<file path="src/rtl/bct_pkg.sv">
package bct_pkg;

  typedef enum logic [2:0] {
    PH_IDLE,
    PH_SETUP,
    PH_CEDLY,
    PH_STROBE,
    PH_WHOLD,
    PH_HOLD,
    PH_PAUSE
  } phase_e;

  localparam int NFIELD   = 8;
  localparam int F_SETUP  = 0;
  localparam int F_CEDLY  = 1;
  localparam int F_RDW    = 2;
  localparam int F_WRW    = 3;
  localparam int F_RDH    = 4;
  localparam int F_WRH    = 5;
  localparam int F_PAUSE  = 6;
  localparam int F_WHOLD  = 7;
  localparam int DIV_CW   = 3;

  function automatic logic [3:0] mult_factor(input logic [1:0] code);
    case (code)
      2'd0:    return 4'd4;
      2'd1:    return 4'd1;
      2'd2:    return 4'd2;
      default: return 4'd8;
    endcase
  endfunction

endpackage

</file>
<file path="src/rtl/bct_sync2.sv">
module bct_sync2 #(
  parameter logic RST_VAL = 1'b0
) (
  input  logic clk,
  input  logic rst_n,
  input  logic d,
  output logic q
);
  logic meta_q;

  always_ff @(posedge clk or negedge rst_n) begin
    if (!rst_n) begin
      meta_q <= RST_VAL;
      q      <= RST_VAL;
    end else begin
      meta_q <= d;
      q      <= meta_q;
    end
  end
endmodule

</file>
<file path="src/rtl/bct_tick_div.sv">
module bct_tick_div
  import bct_pkg::*;
(
  input  logic       clk,
  input  logic       rst_n,
  input  logic       restart,
  input  logic [1:0] code,
  output logic       tick
);
  logic [DIV_CW-1:0] cnt_q, cnt_d;
  logic [3:0]        lim;

  assign lim  = mult_factor(code) - 4'd1;
  assign tick = (4'(cnt_q) == lim);

  always_comb begin
    if (restart || tick) cnt_d = '0;
    else                 cnt_d = cnt_q + 1'b1;
  end

  always_ff @(posedge clk or negedge rst_n) begin
    if (!rst_n) cnt_q <= '0;
    else        cnt_q <= cnt_d;
  end
endmodule

</file>
<file path="src/rtl/bct_region_timer.sv">
module bct_region_timer
  import bct_pkg::*;
#(
  parameter  int NREG = 2,
  parameter  int AW   = 16,
  parameter  int DW   = 16,
  parameter  int FW   = 4,
  localparam int SELW = (NREG > 1) ? $clog2(NREG) : 1,
  localparam int TW   = NFIELD * FW + 1
) (
  input  logic              clk,
  input  logic              rst_n,
  input  logic [NREG-1:0]   cfg_en,
  input  logic [2*NREG-1:0] cfg_mult,
  input  logic [TW*NREG-1:0] cfg_tim,
  input  logic              req,
  input  logic              req_we,
  input  logic [SELW-1:0]   req_sel,
  input  logic [AW-1:0]     req_addr,
  input  logic [DW-1:0]     req_wdata,
  output logic              ack,
  output logic [DW-1:0]     rdata,
  output logic [AW-1:0]     bus_addr,
  output logic [DW-1:0]     bus_dout,
  output logic              bus_dout_oe,
  input  logic [DW-1:0]     bus_din,
  output logic [NREG-1:0]   bus_ce_n,
  output logic              bus_oe_n,
  output logic              bus_we_n,
  input  logic              bus_ready
);
  logic            rst_i_n;
  logic            rdy_s;
  logic            tick;
  logic            start;
  logic            expire;
  logic            sel_ok;
  int              sel_idx;
  logic [TW-1:0]   tim_sel;
  phase_e          phase_q, phase_d;
  logic [FW-1:0]   pcnt_q, pcnt_d;
  logic            ack_q, ack_d;
  logic [DW-1:0]   rdata_q, rdata_d;
  logic            we_q;
  logic [SELW-1:0] sel_q;
  logic [AW-1:0]   addr_q;
  logic [DW-1:0]   wdata_q;
  logic [TW-1:0]   tim_q;
  logic [1:0]      code_q;
  logic            ce_act, strb_act;

  bct_sync2 #(.RST_VAL(1'b0)) u_rst_sync (
    .clk(clk), .rst_n(rst_n), .d(1'b1), .q(rst_i_n));

  bct_sync2 #(.RST_VAL(1'b1)) u_rdy_sync (
    .clk(clk), .rst_n(rst_i_n), .d(bus_ready), .q(rdy_s));

  bct_tick_div u_div (
    .clk(clk), .rst_n(rst_i_n), .restart(start), .code(code_q), .tick(tick));

  assign sel_ok  = (int'(req_sel) < NREG);
  assign sel_idx = sel_ok ? int'(req_sel) : 0;
  assign tim_sel = cfg_tim[sel_idx*TW +: TW];
  assign expire  = tick && (pcnt_q == '0);

  // Field views of the latched timing word
  logic [FW-1:0] f_cedly, f_rdw, f_wrw, f_rdh, f_wrh, f_pause, f_whold;
  logic          f_wmode;
  assign f_cedly = tim_q[F_CEDLY*FW +: FW];
  assign f_rdw   = tim_q[F_RDW*FW +: FW];
  assign f_wrw   = tim_q[F_WRW*FW +: FW];
  assign f_rdh   = tim_q[F_RDH*FW +: FW];
  assign f_wrh   = tim_q[F_WRH*FW +: FW];
  assign f_pause = tim_q[F_PAUSE*FW +: FW];
  assign f_whold = tim_q[F_WHOLD*FW +: FW];
  assign f_wmode = tim_q[TW-1];

  always_comb begin
    phase_d = phase_q;
    pcnt_d  = pcnt_q;
    ack_d   = 1'b0;
    rdata_d = rdata_q;
    start   = 1'b0;
    if (tick && pcnt_q != '0) pcnt_d = pcnt_q - 1'b1;
    case (phase_q)
      PH_IDLE: begin
        if (req && sel_ok && cfg_en[sel_idx]) begin
          start   = 1'b1;
          phase_d = PH_SETUP;
          pcnt_d  = tim_sel[F_SETUP*FW +: FW];
        end
      end
      PH_SETUP: if (expire) begin
        phase_d = PH_CEDLY;
        pcnt_d  = f_cedly;
      end
      PH_CEDLY: if (expire) begin
        phase_d = PH_STROBE;
        pcnt_d  = we_q ? f_wrw : f_rdw;
      end
      PH_STROBE: if (expire) begin
        if (f_wmode && !rdy_s) begin
          phase_d = PH_STROBE;
        end else if (f_wmode && f_whold != '0) begin
          phase_d = PH_WHOLD;
          pcnt_d  = f_whold - 1'b1;
        end else begin
          phase_d = PH_HOLD;
          pcnt_d  = we_q ? f_wrh : f_rdh;
        end
      end
      PH_WHOLD: if (expire) begin
        phase_d = PH_HOLD;
        pcnt_d  = we_q ? f_wrh : f_rdh;
      end
      PH_HOLD: if (expire) begin
        phase_d = PH_PAUSE;
        pcnt_d  = f_pause;
      end
      PH_PAUSE: if (expire) begin
        phase_d = PH_IDLE;
        ack_d   = 1'b1;
      end
      default: phase_d = PH_IDLE;
    endcase
    if (!we_q && (phase_q == PH_STROBE || phase_q == PH_WHOLD) && phase_d == PH_HOLD)
      rdata_d = bus_din;
  end

  always_ff @(posedge clk or negedge rst_i_n) begin
    if (!rst_i_n) begin
      phase_q <= PH_IDLE;
      pcnt_q  <= '0;
      ack_q   <= 1'b0;
      rdata_q <= '0;
    end else begin
      phase_q <= phase_d;
      pcnt_q  <= pcnt_d;
      ack_q   <= ack_d;
      rdata_q <= rdata_d;
    end
  end

  always_ff @(posedge clk or negedge rst_i_n) begin
    if (!rst_i_n) begin
      we_q    <= 1'b0;
      sel_q   <= '0;
      addr_q  <= '0;
      wdata_q <= '0;
      tim_q   <= '0;
      code_q  <= 2'd1;
    end else if (start) begin
      we_q    <= req_we;
      sel_q   <= req_sel;
      addr_q  <= req_addr;
      wdata_q <= req_wdata;
      tim_q   <= tim_sel;
      code_q  <= cfg_mult[sel_idx*2 +: 2];
    end
  end

  assign ce_act   = (phase_q == PH_CEDLY) || (phase_q == PH_STROBE) ||
                    (phase_q == PH_WHOLD) || (phase_q == PH_HOLD);
  assign strb_act = (phase_q == PH_STROBE) || (phase_q == PH_WHOLD);

  for (genvar g = 0; g < NREG; g++) begin : g_ce
    assign bus_ce_n[g] = ~(ce_act && (int'(sel_q) == g));
  end

  assign bus_oe_n    = ~(strb_act && !we_q);
  assign bus_we_n    = ~(strb_act && we_q);
  assign bus_dout_oe = ce_act && we_q;
  assign bus_addr    = addr_q;
  assign bus_dout    = wdata_q;
  assign ack         = ack_q;
  assign rdata       = rdata_q;
endmodule

</file>
<file path="config.mk">
export PLATFORM = sky130hd
export DESIGN_NAME = bct_region_timer
export DESIGN_NICKNAME = d
export VERILOG_FILES = /design/src/rtl/bct_pkg.sv /design/src/rtl/bct_sync2.sv /design/src/rtl/bct_tick_div.sv /design/src/rtl/bct_region_timer.sv
export SDC_FILE = /design/constraint.sdc
export NUM_CORES = 1
export LEC_CHECK = 0
export ABC_CLOCK_PERIOD_IN_PS = 4700
export BUFFER_PORTS_ARGS = -buffer_cell sky130_fd_sc_hd__buf_2
export CAP_MARGIN = 20
export CORE_MARGIN = 2
export CORE_UTILIZATION = 53
export CTS_CLUSTER_DIAMETER = 60
export DETAILED_ROUTE_END_ITERATION = 8
export PLACE_DENSITY = 0.95
export RECOVER_POWER = 50
export SETUP_SLACK_MARGIN = 0.3
export SLEW_MARGIN = 20
export SYNTH_ARGS = -nofsm -noshare
export SYNTH_HDL_FRONTEND = slang
export SYNTH_HIERARCHICAL = 1
export SYNTH_SLANG_ARGS = --single-unit
</file>
<file path="constraint.sdc">
create_clock -name clk -period 4.7 [get_ports clk]
set_input_delay 0.94 -clock clk [delete_from_list [all_inputs] [get_ports clk]]
set_output_delay 0.94 -clock clk [all_outputs]
set_load 0.01 [all_outputs]
</file>
==> impl_metrics.prom, run 1 <==
# TYPE chip_impl_metric gauge
chip_impl_metric{name="final_critical_delay_including_setup_and_external_delays",unit="ns"} 3.34
chip_impl_metric{name="yosys_warnings",unit=""} 6
chip_impl_metric{name="die_w",unit="um"} 99.1
chip_impl_metric{name="die_y",unit="um"} 99.1
chip_impl_metric{name="via_count_of_the_first_global_routing_pass",unit=""} 4046
chip_impl_metric{name="fin_total_pwr",unit="mW"} 3.35
chip_impl_metric{name="synth_adder_area_share",unit="%"} 1.57
chip_impl_metric{name="route.detailed.vias_per_inst",unit=""} 5.34
chip_impl_metric{name="final_cell_count_no_fill",unit=""} 760
chip_impl_metric{name="final_slew_viol_count",unit=""} 74
chip_impl_metric{name="tritoncts_num_sinks",unit=""} 96
chip_impl_metric{name="floorplan.rows",unit=""} 34
chip_impl_info{name="dominant_combinational_cell_family_by_area_after_synthesis",value="simple AND/OR/NAND/NOR gates"} 1
chip_impl_metric{name="antenna_found_initial",unit=""} 0
chip_impl_metric{name="effective_utilization_at_floorplan",unit="%"} 54.7
chip_impl_metric{name="place_area",unit="sq mm"} 0.00574
chip_impl_metric{name="post_cts_resized",unit=""} 0
chip_impl_metric{name="finish.utilization",unit="%"} 67.3
chip_impl_metric{name="critical_path.n_buffers_inverters",unit=""} 0
chip_impl_metric{name="clock_path_buffers",unit=""} 2
chip_impl_info{name="worst-setup-path-type",value="reg2reg"} 1
chip_impl_metric{name="synth_compound_gate_area_share",unit="%"} 12.0
chip_impl_metric{name="worst-r2r-setup-slack",unit="ns"} 1.36
chip_impl_metric{name="flop_and_latch_count_out_of_synthesis",unit=""} 96
chip_impl_metric{name="clock_skew",unit="ns"} 0.0176
chip_impl_metric{name="number_of_enable_flip_flop_cells_after_synthesis",unit=""} 0
chip_impl_metric{name="slowest_delay",unit="ns"} 0.66
chip_impl_metric{name="post_synthesis_cell_area",unit="sq mm"} 0.00479
chip_impl_metric{name="numPortBuffers",unit=""} 179
chip_impl_info{name="run_status",value="finished, violations left"} 1
chip_impl_info{name="r2r-end",value="rdata[1]"} 1
chip_impl_info{name="clockRootBuffer",value="clkbuf_8"} 1
chip_impl_metric{name="postCtsHoldBufs",unit=""} 0
chip_impl_metric{name="layout-drive-gt1-share",unit="%"} 31.9
chip_impl_info{name="crit_path_top_delay_cell",value="o211ai_4"} 1
chip_impl_info{name="layout.cells.most_common_list",value="buf_2 (155), nand2_1 (145), dfrtp_1 (93)"} 1
chip_impl_metric{name="slew_at_the_pin_with_the_worst_max_slew_slack",unit="ns"} 1.78
chip_impl_metric{name="power.density_cell_area",unit="mW/mm^2"} 569
chip_impl_metric{name="detailedRoute.firstIterationViolations",unit=""} 245
chip_impl_metric{name="h-tree-depth",unit=""} 3
chip_impl_metric{name="detailroute.via_count",unit=""} 4058
chip_impl_info{name="cp-start-kind",value="register"} 1
chip_impl_metric{name="worst_skew_pair.late_latency",unit="ns"} 0.37
chip_impl_info{name="worst_path_dominant_cell_family",value="simple AND/OR/NAND/NOR gates"} 1
chip_impl_metric{name="routed_wirelength_normalized_by_instance_count",unit="um"} 15.1
chip_impl_metric{name="post-dp-hpwl",unit="um"} 8350
chip_impl_metric{name="area.growth.synth_to_final",unit="%"} 23.0
chip_impl_metric{name="num-nets-final",unit=""} 779
chip_impl_metric{name="global_route.overflow_total",unit=""} 0
chip_impl_metric{name="post_cts_buffers",unit=""} 0
chip_impl_metric{name="r2r_cells",unit=""} 8
chip_impl_metric{name="tritoncts.num_buffers",unit=""} 9
chip_impl_metric{name="timing.critical_path.required",unit="ns"} 4.95
chip_impl_metric{name="cellLeakagePower",unit="nW"} 3.13
chip_impl_metric{name="design.portCount",unit=""} 180
chip_impl_metric{name="ir_drop",unit="uV"} 275
chip_impl_metric{name="fin_setup_tns",unit="ns"} 0
chip_impl_metric{name="dp_worst_setup_slack",unit="ns"} 1.43
chip_impl_metric{name="wl",unit="um"} 11500
chip_impl_metric{name="synthSimpleGateAreaFrac",unit="%"} 16.8
chip_impl_metric{name="final.setup.worst_slack",unit="ns"} 1.36
chip_impl_metric{name="number_of_nets_with_antenna_violations_after_routing",unit=""} 0
chip_impl_metric{name="layout.filler_cells",unit=""} 686
chip_impl_info{name="cts_tree",value="yes"} 1
chip_impl_metric{name="dr.pass1.iters",unit=""} 5
chip_impl_metric{name="placed_cells",unit=""} 744
chip_impl_metric{name="cap_violations",unit=""} 1
chip_impl_metric{name="track_usage",unit="%"} 23.7
chip_impl_info{name="worst_hold_path_type",value="reg2async"} 1
chip_impl_info{name="worstReg2RegStart",value="code_q[0]"} 1
chip_impl_metric{name="mappedNetlistNets",unit=""} 611
chip_impl_metric{name="async_flop_share",unit="%"} 100
chip_impl_metric{name="post_synth_inst_count",unit=""} 479
chip_impl_metric{name="path_max_fanout",unit=""} 16
chip_impl_metric{name="timing_hold_violations_final",unit=""} 0
chip_impl_metric{name="synth_xor_xnor_area_share",unit="%"} 1.46
chip_impl_metric{name="synth.yosys.seq_area_share",unit="%"} 50.2
chip_impl_metric{name="finalInstanceArea",unit="sq mm"} 0.00589
chip_impl_metric{name="die-area",unit="sq mm"} 0.00982
chip_impl_metric{name="fraction_of_synthesized_area_in_multiplexers",unit="%"} 14.3
chip_impl_metric{name="globalplace.congestion",unit=""} 0.983
chip_impl_info{name="layout.cells.most_common",value="buf_2"} 1
chip_impl_metric{name="grt_first_pass_wirelength",unit="um"} 18600
chip_impl_info{name="violated_checks",value="max-capacitance violations, max-slew violations"} 1
chip_impl_info{name="startpoint",value="code_q[0]"} 1
chip_impl_metric{name="max_freq",unit="GHz"} 0.299
chip_impl_metric{name="largest_net_degree_at_the_start_of_global_routing",unit=""} 97
chip_impl_metric{name="cp.arrival",unit="ns"} 3.59
chip_impl_info{name="synth_ff_type",value="dfrtp_1"} 1
chip_impl_info{name="worstSetupEndpointType",value="register"} 1
chip_impl_metric{name="core_area",unit="sq mm"} 0.00876
chip_impl_info{name="critical_path.cell_chain",value="ha_1 -> xnor2_1 -> and3_2 -> nand4bb_1 -> nor2_1 -> nand2_1 -> o211ai_4 -> mux2_2"} 1
chip_impl_metric{name="drc",unit=""} 0
chip_impl_metric{name="fin_crit_sh",unit="%"} 71.2
chip_impl_metric{name="synth.lib_cells_used.distinct",unit=""} 58
chip_impl_metric{name="max_slew_margin",unit="%"} -19.0
chip_impl_metric{name="worst_setup_hold_path_clk_slew",unit="ns"} 0.11
chip_impl_metric{name="diodes",unit=""} 0
chip_impl_metric{name="syn_area_per_cell",unit="sq um"} 10.0
chip_impl_metric{name="setup-violations-final",unit=""} 0
chip_impl_info{name="rsz0062_at_grt",value="false"} 1
chip_impl_metric{name="finalHoldWorstSlack",unit="ns"} 0.333
[layout make-up]
| type | instances | area [sq um] | area share [%] |
|---|---|---|---|
| flip-flops and latches | 96 | 2410 | 40.8 |
| inverters | 14 | 52.6 | 0.892 |
| repair buffers | 183 | 893 | 15.2 |
| multi-input cells | 343 | 2220 | 37.6 |
| clock buffers | 9 | 124 | 2.10 |
| clock inverters | 7 | 67.6 | 1.15 |
| well taps | 108 | 135 | 2.29 |
[registers in the layout, summed over array words and instances, names as in the netlist, 2 cells and up]
name	cells
rdata	16
code_q	2
u_div/cnt_q	3
bus_dout	16
pcnt_q	4
bus_addr	16
phase_q	3
tim_q	29
[worst max path at each step]
| stage | end | cells after the start |
|---|---|---|
| 4_1_cts | rdata[1] | 8 |
| 3_3_place_gp | rdata[1] | 8 |
| 5_1_grt | rdata[1] | 8 |
| 3_5_place_dp | rdata[1] | 8 |
| 6_report | rdata[1] | 8 |
| 2_1_floorplan | ack | 0 |
[synthesized netlist by cell type (all sizes together) (6+ instances only)]
master / instances / share of area, %
inv: 13 / 1.0
dfrtp: 93 / 49
o21ai: 39 / 4.1
mux2i: 39 / 8.1
clkbuf: 16 / 1.3
a21oi: 6 / 0.70
buf: 10 / 1.2
mux2: 23 / 6.2
a211oi: 8 / 1.3
ha: 6 / 1.6
nor2: 10 / 0.78
nand2: 145 / 11
[logic make-up (layout without fill, tap and decap cells)]
logic type | Yosys count | in the layout
compound gates | 82 | 82
xor+xnor | 8 | 8
fa+ha+maj | 6 | 6
buf+inv | 40 | 213
flops | 96 | 96
mux | 62 | 62
other cells | 1 | 1
simple gates | 184 | 184
[power breakdown]
part	switching, mW	internal, mW
Sequential	0.293	1.19
Clock	0.314	0.204
Combinational	0.725	0.624
[metal layers]
metal,GRT usage [%],part of all wire (%),up-vias,wire [um]
li1,-,-,1975,-
met3,4.01,6.5,22,751
met4,10.0,2.0,0,234
met2,39.2,50,163,5700
met5,0,0,-,0
met1,31.0,42,1898,4830
Power figures use the tool's default switching activity.
==> run 2: changes to the inputs <==
- ABC_AREA: unset -> 1
- ABC_CLOCK_PERIOD_IN_PS: 4700 -> 3000
- CORE_UTILIZATION: 53 -> 45
- PLACE_DENSITY: 0.95 -> 0.87
- clock period: 4.7 -> 3 ns (I/O delays scaled with it)
==> run 2 against run 1 <==
Compared with the run above: the flow still finishes with violations (max-capacitance violations, max-slew violations); clock skew down 0.0048 ns; setup slack worse by 0.85 ns; non-clock buffer count up 9; design area up 6.5%; core utilization down 9.6 points; die area up 23%; synthesized cell count up 34%; total power up 57%; worst hold slack worse by 0.013 ns; sequential power up 45%; synthesized area up 5.5%; critical endpoint is now rdata[2]; largest cell class unchanged.
==> impl_metrics.prom, run 2 <==
# TYPE chip_impl_metric gauge
chip_impl_metric{name="largest_net_degree_at_the_start_of_global_routing",unit=""} 52
chip_impl_info{name="synth_ff_type",value="dfrtp_1"} 1
chip_impl_metric{name="globalplace.congestion",unit=""} 0.979
chip_impl_metric{name="synthSimpleGateAreaFrac",unit="%"} 36.9
chip_impl_metric{name="post_synth_inst_count",unit=""} 643
chip_impl_info{name="dominant_combinational_cell_family_by_area_after_synthesis",value="simple AND/OR/NAND/NOR gates"} 1
chip_impl_metric{name="flip_flop_count_of_the_largest_register_all_copies_and_words_added",unit=""} 29
chip_impl_info{name="largest_cells_by_area_after_synthesis",value="dfrtp_1 (46%), nand2_1 (19%), a31oi_1 (4.3%)"} 1
chip_impl_metric{name="setup-violations-final",unit=""} 0
chip_impl_metric{name="timing_hold_violations_final",unit=""} 0
chip_impl_metric{name="number_of_nets_with_antenna_violations_after_routing",unit=""} 0
chip_impl_metric{name="power.clock.fraction",unit="%"} 17.0
chip_impl_metric{name="cp.arrival",unit="ns"} 2.76
chip_impl_metric{name="synth_xor_xnor_area_share",unit="%"} 0.520
chip_impl_metric{name="async_flop_share",unit="%"} 100
chip_impl_metric{name="finish.utilization",unit="%"} 57.7
chip_impl_metric{name="num-nets-final",unit=""} 951
chip_impl_metric{name="clock_skew",unit="ns"} 0.0128
chip_impl_metric{name="internal-power",unit="mW"} 3.01
chip_impl_metric{name="power.density_cell_area",unit="mW/mm^2"} 840
chip_impl_metric{name="yosys_warnings",unit=""} 6
chip_impl_metric{name="synth.yosys.seq_area_share",unit="%"} 47.6
chip_impl_metric{name="pwr-share-comb",unit="%"} 42.4
chip_impl_metric{name="fraction_of_synthesized_area_in_multiplexers",unit="%"} 0
chip_impl_metric{name="die-area",unit="sq mm"} 0.0121
chip_impl_metric{name="detailedRoute.firstIterationViolations",unit=""} 304
chip_impl_metric{name="dr.pass1.iters",unit=""} 7
chip_impl_metric{name="number_of_enable_flip_flop_cells_after_synthesis",unit=""} 0
chip_impl_info{name="worstSetupEndpointType",value="register"} 1
chip_impl_metric{name="wl",unit="um"} 13800
chip_impl_metric{name="diodes",unit=""} 0
chip_impl_metric{name="final_critical_delay_including_setup_and_external_delays",unit="ns"} 2.49
chip_impl_info{name="layout.cells.most_common_list",value="nand2_1 (260), buf_2 (155), dfrtp_1 (93)"} 1
chip_impl_metric{name="die_w",unit="um"} 110
chip_impl_metric{name="grt_first_pass_wirelength",unit="um"} 22100
chip_impl_metric{name="numPortBuffers",unit=""} 179
chip_impl_metric{name="worst_skew_pair.late_latency",unit="ns"} 0.37
chip_impl_metric{name="tritoncts.num_buffers",unit=""} 9
chip_impl_metric{name="power_switching",unit="mW"} 2.27
chip_impl_info{name="clockRootBuffer",value="clkbuf_8"} 1
chip_impl_metric{name="h-tree-depth",unit=""} 3
chip_impl_metric{name="syn_area_per_cell",unit="sq um"} 7.86
chip_impl_info{name="synth.cells.most_frequent",value="nand2_1 (260), dfrtp_1 (93), nor2_1 (49)"} 1
chip_impl_metric{name="detailroute.via_count",unit=""} 4878
chip_impl_info{name="violated_checks",value="max-capacitance violations, max-slew violations"} 1
chip_impl_metric{name="path_max_fanout",unit=""} 18
chip_impl_metric{name="synth_adder_area_share",unit="%"} 1.48
chip_impl_metric{name="cap_violations",unit=""} 1
chip_impl_info{name="max_flop_register",value="tim_q"} 1
chip_impl_metric{name="core_area",unit="sq mm"} 0.0109
chip_impl_metric{name="fin_crit_sh",unit="%"} 83.1
chip_impl_metric{name="die_y",unit="um"} 110
chip_impl_metric{name="final_slew_viol_count",unit=""} 45
chip_impl_metric{name="dp_worst_setup_slack",unit="ns"} 0.458
chip_impl_metric{name="pwr-share-seq",unit="%"} 40.7
chip_impl_info{name="synthMostInstantiatedCell",value="nand2_1"} 1
chip_impl_metric{name="layout.filler_cells",unit=""} 978
chip_impl_info{name="worst-setup-path-type",value="reg2reg"} 1
chip_impl_metric{name="max_freq",unit="GHz"} 0.401
chip_impl_metric{name="antenna_found_initial",unit=""} 0
chip_impl_metric{name="tritoncts_num_sinks",unit=""} 96
chip_impl_metric{name="clock_path_buffers",unit=""} 2
chip_impl_metric{name="drc",unit=""} 0
chip_impl_metric{name="floorplan.rows",unit=""} 38
chip_impl_metric{name="track_usage",unit="%"} 23.8
chip_impl_metric{name="fin_setup_tns",unit="ns"} 0
chip_impl_metric{name="design.portCount",unit=""} 180
chip_impl_info{name="cp-start-kind",value="register"} 1
chip_impl_metric{name="post-dp-hpwl",unit="um"} 10600
chip_impl_metric{name="post_synthesis_cell_area",unit="sq mm"} 0.00506
chip_impl_info{name="synth.largest_area_cell",value="dfrtp_1"} 1
chip_impl_metric{name="finalHoldWorstSlack",unit="ns"} 0.320
chip_impl_info{name="worst_hold_path_type",value="in2reg"} 1
chip_impl_metric{name="routed_wirelength_normalized_by_instance_count",unit="um"} 14.3
chip_impl_metric{name="layout-drive-gt1-share",unit="%"} 30.0
chip_impl_metric{name="via_count_of_the_first_global_routing_pass",unit=""} 4872
chip_impl_metric{name="flop_and_latch_count_out_of_synthesis",unit=""} 96
chip_impl_metric{name="top_cell_type_s_share_of_synthesized_area",unit="%"} 46.0
chip_impl_metric{name="max_slew_margin",unit="%"} -20.1
chip_impl_metric{name="worst_setup_hold_path_clk_slew",unit="ns"} 0.10
chip_impl_info{name="layout.cells.most_common",value="nand2_1"} 1
chip_impl_metric{name="global_route.overflow_total",unit=""} 0
chip_impl_metric{name="synth_compound_gate_area_share",unit="%"} 7.50
chip_impl_info{name="rsz0062_at_grt",value="false"} 1
chip_impl_metric{name="power.switching_fraction",unit="%"} 43.0
chip_impl_metric{name="effective_utilization_at_floorplan",unit="%"} 46.4
chip_impl_metric{name="final.setup.worst_slack",unit="ns"} 0.506
chip_impl_metric{name="route.detailed.vias_per_inst",unit=""} 5.06
chip_impl_info{name="cts_tree",value="yes"} 1
chip_impl_metric{name="mappedNetlistNets",unit=""} 775
chip_impl_metric{name="synth.lib_cells_used.distinct",unit=""} 39
chip_impl_metric{name="cellLeakagePower",unit="nW"} 3.41
chip_impl_metric{name="ir_drop",unit="uV"} 454
chip_impl_metric{name="slew_at_the_pin_with_the_worst_max_slew_slack",unit="ns"} 1.80
chip_impl_metric{name="timing.critical_path.required",unit="ns"} 3.26
chip_impl_metric{name="area.growth.synth_to_final",unit="%"} 24.2
chip_impl_info{name="run_status",value="finished, violations left"} 1
## run 2: cell families after synthesis
group                    count (synthesis)
XOR/XNOR                                 3
flip-flops                              96
AO/OA/AOI/OAI                           63
buffers and inverters                   69
AND/OR/NAND/NOR                        405
other                                    1
adder cells (fa/ha/maj)                  6
## run 2: area by class of cell
type,instances,area (sq um),area share (%)
Clock buffer,9,124,1.97
Clock inverter,7,81.3,1.30
Inverter,42,164,2.61
Multi-Input combinational cell,478,2350,37.4
Sequential cell,96,2410,38.3
Tap cell,140,175,2.79
Timing Repair Buffer,192,978,15.6
## run 2: repair_timing
action,4_1_cts,5_1_grt
setup buffers,0,2
endpoints found under the setup margin,0,16
hold buffers,1,0
gates resized for setup,0,1
hold endpoints to repair,2,0
## run 2: worst max-delay path: stages, from the launching register on
cell and delay, ns:
dfstp_2 0.56, ha_1 0.24, xnor2_1 0.18, nand3_2 0.12
clkinvlp_4 0.16, nand4_2 0.22, nor2_1 0.26, nor3b_2 0.10
nand2_4 0.21, nand2_8 0.18, nand2_1 0.10, nand2_1 0.05
## run 2: power by group through the flow
stage | logic (mW) | registers (mW) | clock network, mW
after global placement | 2.18 | 2.15 | 0
after detailed placement | 2.25 | 2.16 | 0
final | 2.24 | 2.14 | 0.894
after global routing | 2.54 | 2.21 | 0.976
after floorplan | 1.49 | 2.17 | 0
after CTS | 2.25 | 2.14 | 0.921
## run 2: metrics by stage
step / cells / instance area (sq um) / power (mW)
2_1_floorplan: 643 / 5060 / 3.66
3_3_place_gp: 945 / 6080 / 4.34
3_5_place_dp: 945 / 6080 / 4.41
4_1_cts: 962 / 6290 / 5.32
5_1_grt: 964 / 6280 / 5.72
6_report: 964 / 6280 / 5.27
## run 2: final timing paths
kind,from,to,slack [ns],depth (start not counted)
min in group asynchronous,rst_n,u_rst_sync/q,0.53,2
worst min register to register,u_rdy_sync/meta_q,u_rdy_sync/q,0.37,0
worst min-delay path,bus_ready,u_rdy_sync/meta_q,0.32,1
worst max register to register,code_q[0],rdata[2],0.51,11
max in group asynchronous,u_rst_sync/q,tim_q[10],0.62,1
worst max-delay path,code_q[0],rdata[2],0.51,11
## run 2: metal layers
| metal | GRT usage [%] | up-vias | wire length, um |
|---|---|---|---|
| met4 | 10.7 | 0 | 456 |
| met3 | 6.70 | 32 | 1180 |
| met5 | 0 | - | 0 |
| met1 | 28.8 | 2237 | 5330 |
| li1 | - | 2394 | - |
| met2 | 39.5 | 215 | 6790 |
